==> src/rtl/chsel_pkg.sv <==
package chsel_pkg;
  // Saturating increment used for the shifted-bit counter.
  function automatic int unsigned sat_inc(input int unsigned cur, input int unsigned lim);
    return (cur >= lim) ? lim : cur + 1;
  endfunction
endpackage

==> src/rtl/chsel_sync.sv <==
module chsel_sync #(
  parameter int unsigned NSIG   = 3,
  parameter int unsigned STAGES = 2
) (
  input  logic            clk_i,
  input  logic            rst_ni,
  input  logic [NSIG-1:0] raw_i,
  output logic [NSIG-1:0] lvl_o,
  output logic [NSIG-1:0] rise_o,
  output logic [NSIG-1:0] fall_o
);
  logic [NSIG-1:0] prev_q;

  for (genvar g = 0; g < NSIG; g++) begin : g_sig
    logic [STAGES-1:0] chain_q;
    always_ff @(posedge clk_i or negedge rst_ni) begin
      if (!rst_ni) chain_q <= '0;
      else         chain_q <= {chain_q[STAGES-2:0], raw_i[g]};
    end
    assign lvl_o[g] = chain_q[STAGES-1];
  end

  always_ff @(posedge clk_i or negedge rst_ni) begin
    if (!rst_ni) prev_q <= '0;
    else         prev_q <= lvl_o;
  end

  assign rise_o = lvl_o & ~prev_q;
  assign fall_o = ~lvl_o & prev_q;
endmodule

==> src/rtl/chsel_shift.sv <==
module chsel_shift #(
  parameter int unsigned CMD_W = 4,
  localparam int unsigned CNT_W = $clog2(CMD_W + 1)
) (
  input  logic             clk_i,
  input  logic             rst_ni,
  input  logic             sel_lvl_i,
  input  logic             sel_rise_i,
  input  logic             sclk_rise_i,
  input  logic             din_i,
  output logic [CMD_W-1:0] cmd_o,
  output logic             full_o
);
  import chsel_pkg::*;
  logic [CNT_W-1:0] cnt_q;
  logic             shift_en;

  assign shift_en = sclk_rise_i && sel_lvl_i;

  always_ff @(posedge clk_i or negedge rst_ni) begin
    if (!rst_ni) begin
      cnt_q <= '0;
      cmd_o <= '0;
    end else if (sel_rise_i) begin
      cnt_q <= '0;
    end else if (shift_en) begin
      cmd_o <= {cmd_o[CMD_W-2:0], din_i};
      cnt_q <= CNT_W'(sat_inc(int'(cnt_q), CMD_W));
    end
  end

  assign full_o = (int'(cnt_q) == CMD_W);

  a_r3_low_select_no_count: assert property (@(posedge clk_i) disable iff (!rst_ni)
    (sclk_rise_i && !sel_lvl_i && !sel_rise_i) |=> $stable(cnt_q) && $stable(cmd_o));
  a_r5_count_bounded: assert property (@(posedge clk_i) disable iff (!rst_ni)
    int'(cnt_q) <= CMD_W);
endmodule

==> src/rtl/chsel_commit.sv <==
module chsel_commit #(
  parameter int unsigned CH_W = 3,
  localparam int unsigned CMD_W = CH_W + 1
) (
  input  logic             clk_i,
  input  logic             rst_ni,
  input  logic             sel_fall_i,
  input  logic             full_i,
  input  logic [CMD_W-1:0] cmd_i,
  input  logic             conv_start_i,
  output logic [CH_W-1:0]  chan_o,
  output logic             pending_o
);
  logic commit;

  assign commit = sel_fall_i && full_i && cmd_i[CMD_W-1];

  always_ff @(posedge clk_i or negedge rst_ni) begin
    if (!rst_ni) begin
      chan_o    <= '0;
      pending_o <= 1'b0;
    end else begin
      if (commit) chan_o <= cmd_i[CH_W-1:0];
      if (commit)            pending_o <= 1'b1;
      else if (conv_start_i) pending_o <= 1'b0;
    end
  end

  a_r8_chan_only_on_commit: assert property (@(posedge clk_i) disable iff (!rst_ni)
    !commit |=> $stable(chan_o));
  a_r7_commit_sets_pending: assert property (@(posedge clk_i) disable iff (!rst_ni)
    commit |=> pending_o);
  a_r7_start_clears: assert property (@(posedge clk_i) disable iff (!rst_ni)
    (conv_start_i && !commit) |=> !pending_o);
  a_r4_no_commit_without_enable: assert property (@(posedge clk_i) disable iff (!rst_ni)
    (sel_fall_i && !cmd_i[CMD_W-1] && !conv_start_i) |=> $stable(chan_o) && $stable(pending_o));
  a_r5_no_commit_short: assert property (@(posedge clk_i) disable iff (!rst_ni)
    (sel_fall_i && !full_i && !conv_start_i) |=> $stable(chan_o) && $stable(pending_o));
endmodule

==> src/rtl/chsel_reg.sv <==
module chsel_reg #(
  parameter int unsigned NUM_CH      = 8,
  parameter int unsigned SYNC_STAGES = 2,
  localparam int unsigned CH_W  = $clog2(NUM_CH),
  localparam int unsigned CMD_W = CH_W + 1
) (
  input  logic            clk_i,
  input  logic            rst_ni,
  input  logic            mux_clk_i,
  input  logic            mux_din_i,
  input  logic            mux_sel_i,
  input  logic            conv_start_i,
  output logic [CH_W-1:0] chan_o,
  output logic            pending_o
);
  localparam int unsigned IX_CLK = 0;
  localparam int unsigned IX_DIN = 1;
  localparam int unsigned IX_SEL = 2;

  logic [2:0]       lvl, rise, fall;
  logic [CMD_W-1:0] cmd;
  logic             full;

  chsel_sync #(.NSIG(3), .STAGES(SYNC_STAGES)) sync_i (
    .clk_i  (clk_i),
    .rst_ni (rst_ni),
    .raw_i  ({mux_sel_i, mux_din_i, mux_clk_i}),
    .lvl_o  (lvl),
    .rise_o (rise),
    .fall_o (fall)
  );

  chsel_shift #(.CMD_W(CMD_W)) shift_i (
    .clk_i       (clk_i),
    .rst_ni      (rst_ni),
    .sel_lvl_i   (lvl[IX_SEL]),
    .sel_rise_i  (rise[IX_SEL]),
    .sclk_rise_i (rise[IX_CLK]),
    .din_i       (lvl[IX_DIN]),
    .cmd_o       (cmd),
    .full_o      (full)
  );

  chsel_commit #(.CH_W(CH_W)) commit_i (
    .clk_i        (clk_i),
    .rst_ni       (rst_ni),
    .sel_fall_i   (fall[IX_SEL]),
    .full_i       (full),
    .cmd_i        (cmd),
    .conv_start_i (conv_start_i),
    .chan_o       (chan_o),
    .pending_o    (pending_o)
  );

  logic unused_edges;
  assign unused_edges = ^{fall[IX_CLK], rise[IX_DIN], fall[IX_DIN]};

  a_r1_reset_values: assert property (@(posedge clk_i)
    !rst_ni |=> (chan_o == '0) && !pending_o);
endmodule

==> config.mk <==
export PLATFORM = sky130hd
export DESIGN_NAME = chsel_reg
export DESIGN_NICKNAME = d
export VERILOG_FILES = /design/src/rtl/chsel_pkg.sv /design/src/rtl/chsel_sync.sv /design/src/rtl/chsel_shift.sv /design/src/rtl/chsel_commit.sv /design/src/rtl/chsel_reg.sv
export SDC_FILE = /design/constraint.sdc
export NUM_CORES = 1
export LEC_CHECK = 0
export ABC_CLOCK_PERIOD_IN_PS = 1400
export BUFFER_PORTS_ARGS = -buffer_cell sky130_fd_sc_hd__buf_4
export CORE_UTILIZATION = 58
export CTS_BUF_LIST = sky130_fd_sc_hd__clkbuf_8
export CTS_CLUSTER_SIZE = 16
export DETAILED_ROUTE_END_ITERATION = 10
export GPL_ROUTABILITY_DRIVEN = 0
export HOLD_SLACK_MARGIN = 0.06
export PLACE_DENSITY_LB_ADDON = 0.25
export SLEW_MARGIN = 20
export SYNTH_ARGS = -nofsm -noshare
export SYNTH_HDL_FRONTEND = slang
export SYNTH_HIERARCHICAL = 1
export SYNTH_SLANG_ARGS = --single-unit
==> constraint.sdc <==
create_clock -name clk_i -period 1.4 [get_ports clk_i]
set_input_delay 0.21 -clock clk_i [delete_from_list [all_inputs] [get_ports clk_i]]
set_output_delay 0.21 -clock clk_i [all_outputs]
set_load 0.01 [all_outputs]
Yosys cells after proc, flatten, opt, wreduce, memory -nomap -nowiden

Cells that the tools add are included.
W data, S select, Z words.

Register bits: 20
Bits of input ports: 6
Output and inout port bits: 4
Word-level logic and storage cells: 27

Add/subtract/negate cells: 1
Magnitude comparators: 1
Equal/unequal tests: 1
Multiplexer cells: 5
Bitwise operators: 5
Reductions and logical operators: 6

Operators by type and width:

| operator              | count |
|---|---|
| $mux W3               | 3 |
| $and A3 B3 Y3         | 2 |
| $not A3 Y3            | 2 |
| $reduce_bool A2 Y1    | 2 |
| $add A3 B1 Y3 const B | 1 |
| $eq A3 B3 Y1 const B  | 1 |
| $ge A3 B3 Y1 const B  | 1 |
| $logic_and A1 B1 Y1   | 3 |
| $mux W1               | 2 |
| $reduce_and A2 Y1     | 1 |
| $not A1 Y1            | 1 |

Depth between registers and ports, before layout

Gate-level depths: netlist (run 1).

Depth after elaboration: 5
Depth in mapped cells: 5
Depth with buffers taken out: 5

Cells and area by module

Netlist (run 1), hierarchy kept.

Modules (own cells, without submodules):

| module       | instances | cells each | area an instance (um2) | seq. area each (um2) |
|---|---|---|---|---|
| chsel_shift  | 1         | 25         | 354.1                  | 175.2 |
| chsel_sync   | 1         | 18         | 300.3                  | 225.2 |
| chsel_commit | 1         | 10         | 152.6                  | 100.1 |

Least setup slack after synthesis (run 1)

OpenSTA, ideal clock, no wires.

Path type: register -> register
Start: reg shift_i.cnt_q[0]
End: reg commit_i.chan_o[0]
Setup time: 0.125 ns
Data arrival time: 1.116 ns
Required time: 1.275 ns
Slack: 0.159 ns
Cell stages (with the launch flop): 6
Buffers on the path: 0
Clock period less this slack: 1.241 ns
Path through: dfrtp_1 -> inv_1 -> ha_1 -> and2_1 -> nand3_2 -> mux2_2

Longest elaborated chain between the ends: 3

RTL lines:

| element                          | RTL line           | RTL |
|---|---|---|
| start, declared                  | chsel_shift.sv:15  | `logic [CNT_W-1:0] cnt_q;` |
| start signal, assigned           | chsel_shift.sv:28  | `cnt_q <= CNT_W'(sat_inc(int'(cnt_q), CMD_W));` |
| $eq A3 B3 Y1                     | chsel_shift.sv:32  | `assign full_o = (int'(cnt_q) == CMD_W);` |
| via full                         | chsel_reg.sv:22    | `logic full;` |
| $logic_and A1 B1 Y1 (2 in a row) | chsel_commit.sv:16 | `assign commit = sel_fall_i && full_i && cmd_i[CMD_W-1];` |
| end signal, assigned             | chsel_commit.sv:23 | `if (commit) chan_o <= cmd_i[CH_W-1:0];` |
| end, declared                    | chsel_commit.sv:11 | `output logic [CH_W-1:0] chan_o,` |

The timed path passes the listed nets, and every way through them passes these cells.
A chain may end at the register's enable or synchronous reset.

Worst setup path in the final report (run 1)

Start: reg shift_i.cnt_q[0]
End: reg commit_i.chan_o[2]

Same word-level chain as after synthesis.

==> summary.md, run 1 <==
| Metric | Value |
|---|---|
| R2r endpoint | commit_i/chan_o[2]$_DFFE_PN0P_ |
| Most used routing layer | met2 |
| Gr ovfl total | 0 |
| WP data required | 1.53 ns |
| Met1 usage | roughly a fifth |
| Clock Path Buffers | 2 |
| Die area | approximately 1400 um2 |
| R2r worst-path depth | 5 |
| Syn Area/Cell | 15.6 um2 |
| Clk_lat worst skew | 0.25 ns |
| Critical path peak fanout | 4 |
| Die X | between 30 and 40 um |
| Detailed Route Iter0 Violations | 7 |
| Minimum clock period | 1.40 ns |
| Num CTS Buffers | 3 |
| Hold Vio Cnt, Final | 0 |
| HP Class | in2reg |
| Synthesized Nets | 56 |
| Worst Hold End | sync_i/g_sig[1].chain_q[0]$_DFF_PN0_ |
| CTS tree | yes |
| Layout cells sized above 1 | 44.6% |
| Total Routing Usage GR | between 10% and 20% |
| FF-to-FF Start | shift_i/cnt_q[0]$_DFFE_PN0P_ |
| CTS Sinks | 19 |
| Drt pass-1 iters | 4 |
| Area of the multi-input gates | approximately 250 um2 |
| Crit-path max cell delay | 0.39 ns |
| Die height | about 38 um |
| Buf/Inv on CP | 1 |
| Worst VDD drop | approximately 0.85 mV |
| Syn Inst Count | 48 |
| FF+latch area | between 400 and 500 um2 |
| Worst path arrival time | 1.53 ns |
| P per Cell Area | 1250 nW/um2 |
| Core Area | about 1200 um2 |
| # diodes | 0 |
| Post-synthesis instance area | 748 um2 |
| Met3 Use GR | between 5 and 6% |
| Status | completed |
| Min-delay src | mux_din_i |
| WL per Instance | around 16 um |
| ANT nets after route | 0 |
| Hold depth | 1 |
| DR vias | 430 |
| Via/cell ratio | about 5.4 |
| Filler Cell Count | 50 |
| Root buffer cell | clkbuf_8 |
| Slew @ Worst Pin | approximately 0.23 ns |
| Num ports | 10 |
| CP max-delay cell | dfrtp_1 |
| Crit-path cells | inv_1 -> ha_1 -> and2_1 -> nand3_2 -> mux2_2 |
| Yosys warning count | 6 |
| Row cnt | 12 |
| PortBufs | 9 |
| Endpoints failing setup | 0 |
| Period utilization | between 90% and 100% |
| Final slew viol count | 0 |
| CP delay by family, top | flip-flops |
| Post-layout power | approximately 1.2 mW |
| Antenna violations before repair | 0 |
| Final net count | 74 |
| H-Tree Depth | 1 |
| Largest net degree at the start of global routing | 20 |
| First-pass GRT wire length | roughly 1.7 mm |
| Clock Skew | ~0.0015 ns |
| Rel. slew slack | 84.9% |
| Met2 Resource Use GR | 35.3% |
| Number of max-cap violations | 0 |
| Vias in the first global route | 413 |
| Total routed wirelength | ~1.2 mm |
| Max Fclk | 717 MHz |
| DR DRC count | 0 |
| Clock-pin slew on the worst setup and hold paths | around 0.060 ns |
| Leakage | about 0.47 nW |
| P&R area growth vs syn | 22.9% |
| Startpoint Class | flip-flop |
| Detail Placement HPWL | ~850 um |
| Fin Hold WS | slightly below 0.07 ns |
| Worst setup EP type | flip-flop |
| Initial Util | 64.7% |
| CP Class | reg2reg |
| FF-to-FF setup slack | about 0.0044 ns |
## through the flow
| step | TNS [ns] | util, % | area, um2 | cells | setup slack, ns |
|---|---|---|---|---|---|
| 6_report | 0 | 79.5 | 920 | 79 | 0.00437 |
| 5_1_grt | -0.0979 | 79.5 | 920 | 79 | -0.0428 |
| 4_1_cts | 0 | 76.2 | 881 | 75 | 0.0283 |
| 3_5_place_dp | 0 | 71.4 | 826 | 70 | 0.0339 |
| 3_3_place_gp | 0 | 71.4 | 826 | 70 | 0.101 |
| 2_1_floorplan | 0 | - | 748 | 48 | 0.159 |
## worst max path at each step
| stage | start | endpoint | cells after the start | slack, ns |
|---|---|---|---|---|
| floorplan | shift_i/cnt_q[0]$_DFFE_PN0P_ | commit_i/chan_o[0]$_DFFE_PN0P_ | 5 | 0.16 |
| global route | shift_i/cnt_q[0]$_DFFE_PN0P_ | commit_i/chan_o[2]$_DFFE_PN0P_ | 5 | -0.04 |
| CTS | shift_i/cnt_q[0]$_DFFE_PN0P_ | commit_i/chan_o[0]$_DFFE_PN0P_ | 5 | 0.03 |
| finish | shift_i/cnt_q[0]$_DFFE_PN0P_ | commit_i/chan_o[2]$_DFFE_PN0P_ | 5 | 0.004 |
| detailed placement | shift_i/cnt_q[0]$_DFFE_PN0P_ | commit_i/chan_o[0]$_DFFE_PN0P_ | 5 | 0.03 |
| global placement | sync_i/g_sig[2].chain_q[1]$_DFF_PN0_ | shift_i/cmd_o[0]$_DFFE_PN0P_ | 3 | 0.10 |
## per-layer routing
metal  vias up  wire length (um)  part of all wire (%)
li1        194                 -                     -
met1       225               526                    43
met2         9               657                    53
met3         2                42                   3.4
met4         0                 6                  0.49
met5         -                 0                     0
## repair_timing
action,CTS,global route
endpoints found under the hold margin,19,2
endpoints found under the setup margin,0,3
buffers inserted,0,2
resized for setup,0,1
hold buffers,1,2
## final cells by class
cell class                      instances  area share, %
Sequential cell                        19           51.7
Multi-Input combinational cell         24           27.2
Timing Repair Buffer                   15           13.1
Clock buffer                            3           4.49
Tap cell                               14           1.90
Inverter                                3           1.22
Clock inverter                          1          0.408
## report_power, final
group | total, mW | switching (mW) | internal (mW)
sequential | 0.659 | 0.0473 | 0.612
clock | 0.346 | 0.152 | 0.194
combinational | 0.147 | 0.0470 | 0.100
total | 1.15 | 0.246 | 0.906
## flip-flops by register name, indices dropped and copies added, names as in the netlist
register              count
commit_i/chan_o           3
commit_i/pending_o        1
shift_i/cmd_o             4
shift_i/cnt_q             3
sync_i/g_sig.chain_q      6
sync_i/prev_q             2
## worst register-to-register path, delay by kind of cell (launching register included)
| family | cells | cell delay (ns) |
|---|---|---|
| adder cells (fa/ha/maj) | 1 | 0.20 |
| buffers and inverters | 1 | 0.07 |
| flip-flops | 1 | 0.39 |
| multiplexers | 1 | 0.35 |
| AND/OR/NAND/NOR | 2 | 0.28 |
## cells in the final DEF (no fill, tap or decap)
master	n
dfrtp_1	19
buf_4	12
mux2_4	5
inv_1	4
clkbuf_8	3
dlygate4sd3_1	3
and2b_2	3
mux2_2	2
a21bo_2	2
a21oi_1	2
ha_1	2
nand3_2	1
o21ai_0	1
and2_1	1
nand3b_4	1
a31oi_1	1
nor2_1	1
nand4bb_1	1
nand4b_1	1
(Power assumes the default switching activity.)
==> run 2, diff against run 1 <==
==> constraint.sdc (replaced) <==
create_clock -name clk_i -period 1.4 [get_ports clk_i]
set_input_delay 0.28 -clock clk_i [delete_from_list [all_inputs] [get_ports clk_i]]
set_output_delay 0.28 -clock clk_i [all_outputs]
set_load 0.01 [all_outputs]
==> run 2 against run 1 <==
Clock power about the same. Utilization down 1.7 points. Highest routed layer unchanged. Final cell count shrank 2.5%. Final area is 2.2% lower. Clock skew about the same.
==> summary.md, run 2 (synthesized netlist as in run 1, its figures left out) <==
| Metric | Value |
|---|---|
| Status | completed (unchanged) |
| First-pass GRT wire length | 1.75 mm (unchanged) |
| Most frequent cells in the layout | dfrtp_1, buf_4, mux2_4 (unchanged) |
| Hold Vio Cnt, Final | 0 (unchanged) |
| Num ports | 10 (unchanged) |
| P&R area growth vs syn | 20.2% (was 22.9%) |
| Die height | 37.9 um (unchanged) |
| Period utilization | 99.6% (was 99.7%) |
| Final net count | 72 (was 74) |
| Post-layout power | 1.15 mW (about the same) |
| CTS Sinks | 19 (unchanged) |
| CTS tree | yes (unchanged) |
| Detail Placement HPWL | 852 um (unchanged) |
| Max FFs per register | 6 (unchanged) |
| PortBufs | 9 (unchanged) |
| Worst path arrival time | 1.53 ns (about the same) |
| Vias in the first global route | 413 (unchanged) |
| Num CTS Buffers | 3 (unchanged) |
| Core Area | 1160 um2 (unchanged) |
| Leakage | 0.465 nW (was 0.474 nW) |
| Via/cell ratio | 5.51 (was 5.44) |
| Clock-pin slew on the worst setup and hold paths | 0.06 ns (about the same) |
| Critical path peak fanout | 4 (unchanged) |
| Antenna violations before repair | 0 (unchanged) |
| Die X | 37.9 um (unchanged) |
| Largest net degree at the start of global routing | 20 (unchanged) |
| ANT nets after route | 0 (unchanged) |
| Max Fclk | 717 MHz (about the same) |
| Clock Skew | 0.00181 ns (was 0.00150 ns) |
| Largest regs | sync_i/g_sig.chain_q (6), shift_i/cmd_o (4) (unchanged) |
| Total routed wirelength | 1.20 mm (was 1.23 mm) |
| Worst setup EP type | flip-flop (unchanged) |
| Gr ovfl total | 0 (unchanged) |
| Rel. slew slack | 84.9% (about the same) |
| Row cnt | 12 (unchanged) |
| Most flops, register | sync_i/g_sig.chain_q (unchanged) |
| Total Routing Usage GR | 19.1% (unchanged) |
| Clock Path Buffers | 2 (unchanged) |
| Minimum clock period | 1.39 ns (was 1.40 ns) |
| Initial Util | 64.7% (unchanged) |
| Final slew viol count | 0 (unchanged) |
| P per Cell Area | 1270 nW/um2 (was 1250 nW/um2) |
| Die area | 1440 um2 (unchanged) |
| Final instance area | 900 um2 (was 920 um2) |
| Min-delay src | mux_sel_i (was mux_din_i) |
| Clk_lat worst skew | 0.25 ns (about the same) |
| Commonest non-fill, non-tap cell in the layout | dfrtp_1 (unchanged) |
| Drt pass-1 iters | 4 (unchanged) |
| Worst VDD drop | 0.848 mV (about the same) |
| Area of placed instances | 826 um2 (unchanged) |
| # diodes | 0 (unchanged) |
| DR vias | 424 (was 430) |
| WP data required | 1.53 ns (about the same) |
| M1 WL | 513 um (was 526 um) |
| Routed wl met2 | 641 um (was 657 um) |
| Endpoints failing setup | 0 (unchanged) |
| HP Class | in2reg (unchanged) |
| H-Tree Depth | 1 (unchanged) |
| Startpoint Class | flip-flop (unchanged) |
| Root buffer cell | clkbuf_8 (unchanged) |
| Layout cells sized above 1 | 46.0% (was 44.6%) |
| DR top layer | met4 (unchanged) |
| Crit path launch | shift_i/cnt_q[0]$_DFFE_PN0P_ (unchanged) |
| FF-to-FF Start | shift_i/cnt_q[0]$_DFFE_PN0P_ (unchanged) |
| Number of max-cap violations | 0 (unchanged) |
| WL per Instance | 15.6 um (about the same) |
| Filler Cell Count | 53 (was 50) |
| CP Class | reg2reg (unchanged) |
| DR DRC count | 0 (unchanged) |
| Met3 wire length | 43 um (was 42 um) |
| Detailed Route Iter0 Violations | 4 (was 7) |
| Slew @ Worst Pin | 0.227 ns (about the same) |
==> run 2: cell types whose count changed in the layout (fill, tap and decap cells not counted) <==
cell | previous run | this run
dlygate4sd3_1 | 3 | 1
==> run 2: report_power, final <==
group	leakage, nW	total [mW]	switching [mW]	internal, mW
logic	0.200	0.142	0.0460	0.0963
registers	0.239	0.659	0.0473	0.612
clock network	0.0269	0.345	0.151	0.194
total	0.465	1.15	0.245	0.902
==> run 2: cell type report <==
class                      instances  area, um2  area share (%)
sequential                        19        475            52.9
clock buffer                       3       41.3            4.59
timing repair buffer              13        100            11.1
multi-input combinational         24        250            27.8
inverter                           3       11.3            1.25
clock inverter                     1       3.75           0.417
tap                               14       17.5            1.95
==> run 2: critical path, stage by stage, from the launching register on <==
cell and delay [ns]:
dfrtp_1 0.39, inv_1 0.07, ha_1 0.20, and2_1 0.16
nand3_2 0.12, mux2_2 0.35
==> run 2: metal layers <==
layer / track usage [%] / vias to the layer above
li1: - / 190
met5: 0 / -
met3: 5.23 / 2
met4: 8.04 / 0
met1: 20.0 / 223
met2: 35.3 / 9
==> run 2: per-stage QoR <==
step / worst slack (ns) / cells / hold WS [ns] / setup TNS, ns / util (%)
after floorplan: 0.159 / 48 / -0.0156 / 0 / -
after global placement: 0.101 / 70 / 0.149 / 0 / 71.4
after detailed placement: 0.0339 / 70 / 0.158 / 0 / 71.4
after CTS: 0.0283 / 75 / 0.135 / 0 / 76.2
after global routing: -0.0428 / 77 / 0.128 / -0.0979 / 77.8
final: 0.00542 / 77 / 0.138 / 0 / 77.8
==> run 2: path summary, 6_finish.rpt <==
path | end | cells after the start | slack (ns)
worst max-delay path | commit_i/chan_o[2]$_DFFE_PN0P_ | 5 | 0.005
min in group asynchronous | shift_i/cnt_q[2]$_DFFE_PN0P_ | 2 | 0.43
worst min-delay path | sync_i/g_sig[2].chain_q[0]$_DFF_PN0_ | 1 | 0.14
max in group asynchronous | sync_i/g_sig[2].chain_q[0]$_DFF_PN0_ | 2 | 0.78
worst min register to register | sync_i/g_sig[0].chain_q[1]$_DFF_PN0_ | 0 | 0.36
worst max register to register | commit_i/chan_o[2]$_DFFE_PN0P_ | 5 | 0.005
==> run 2: timing repair <==
item,CTS,global route
hold endpoints to repair,19,0
hold buffers,1,0
gates resized for setup,0,1
buffers inserted,0,2
setup endpoints to repair,0,3
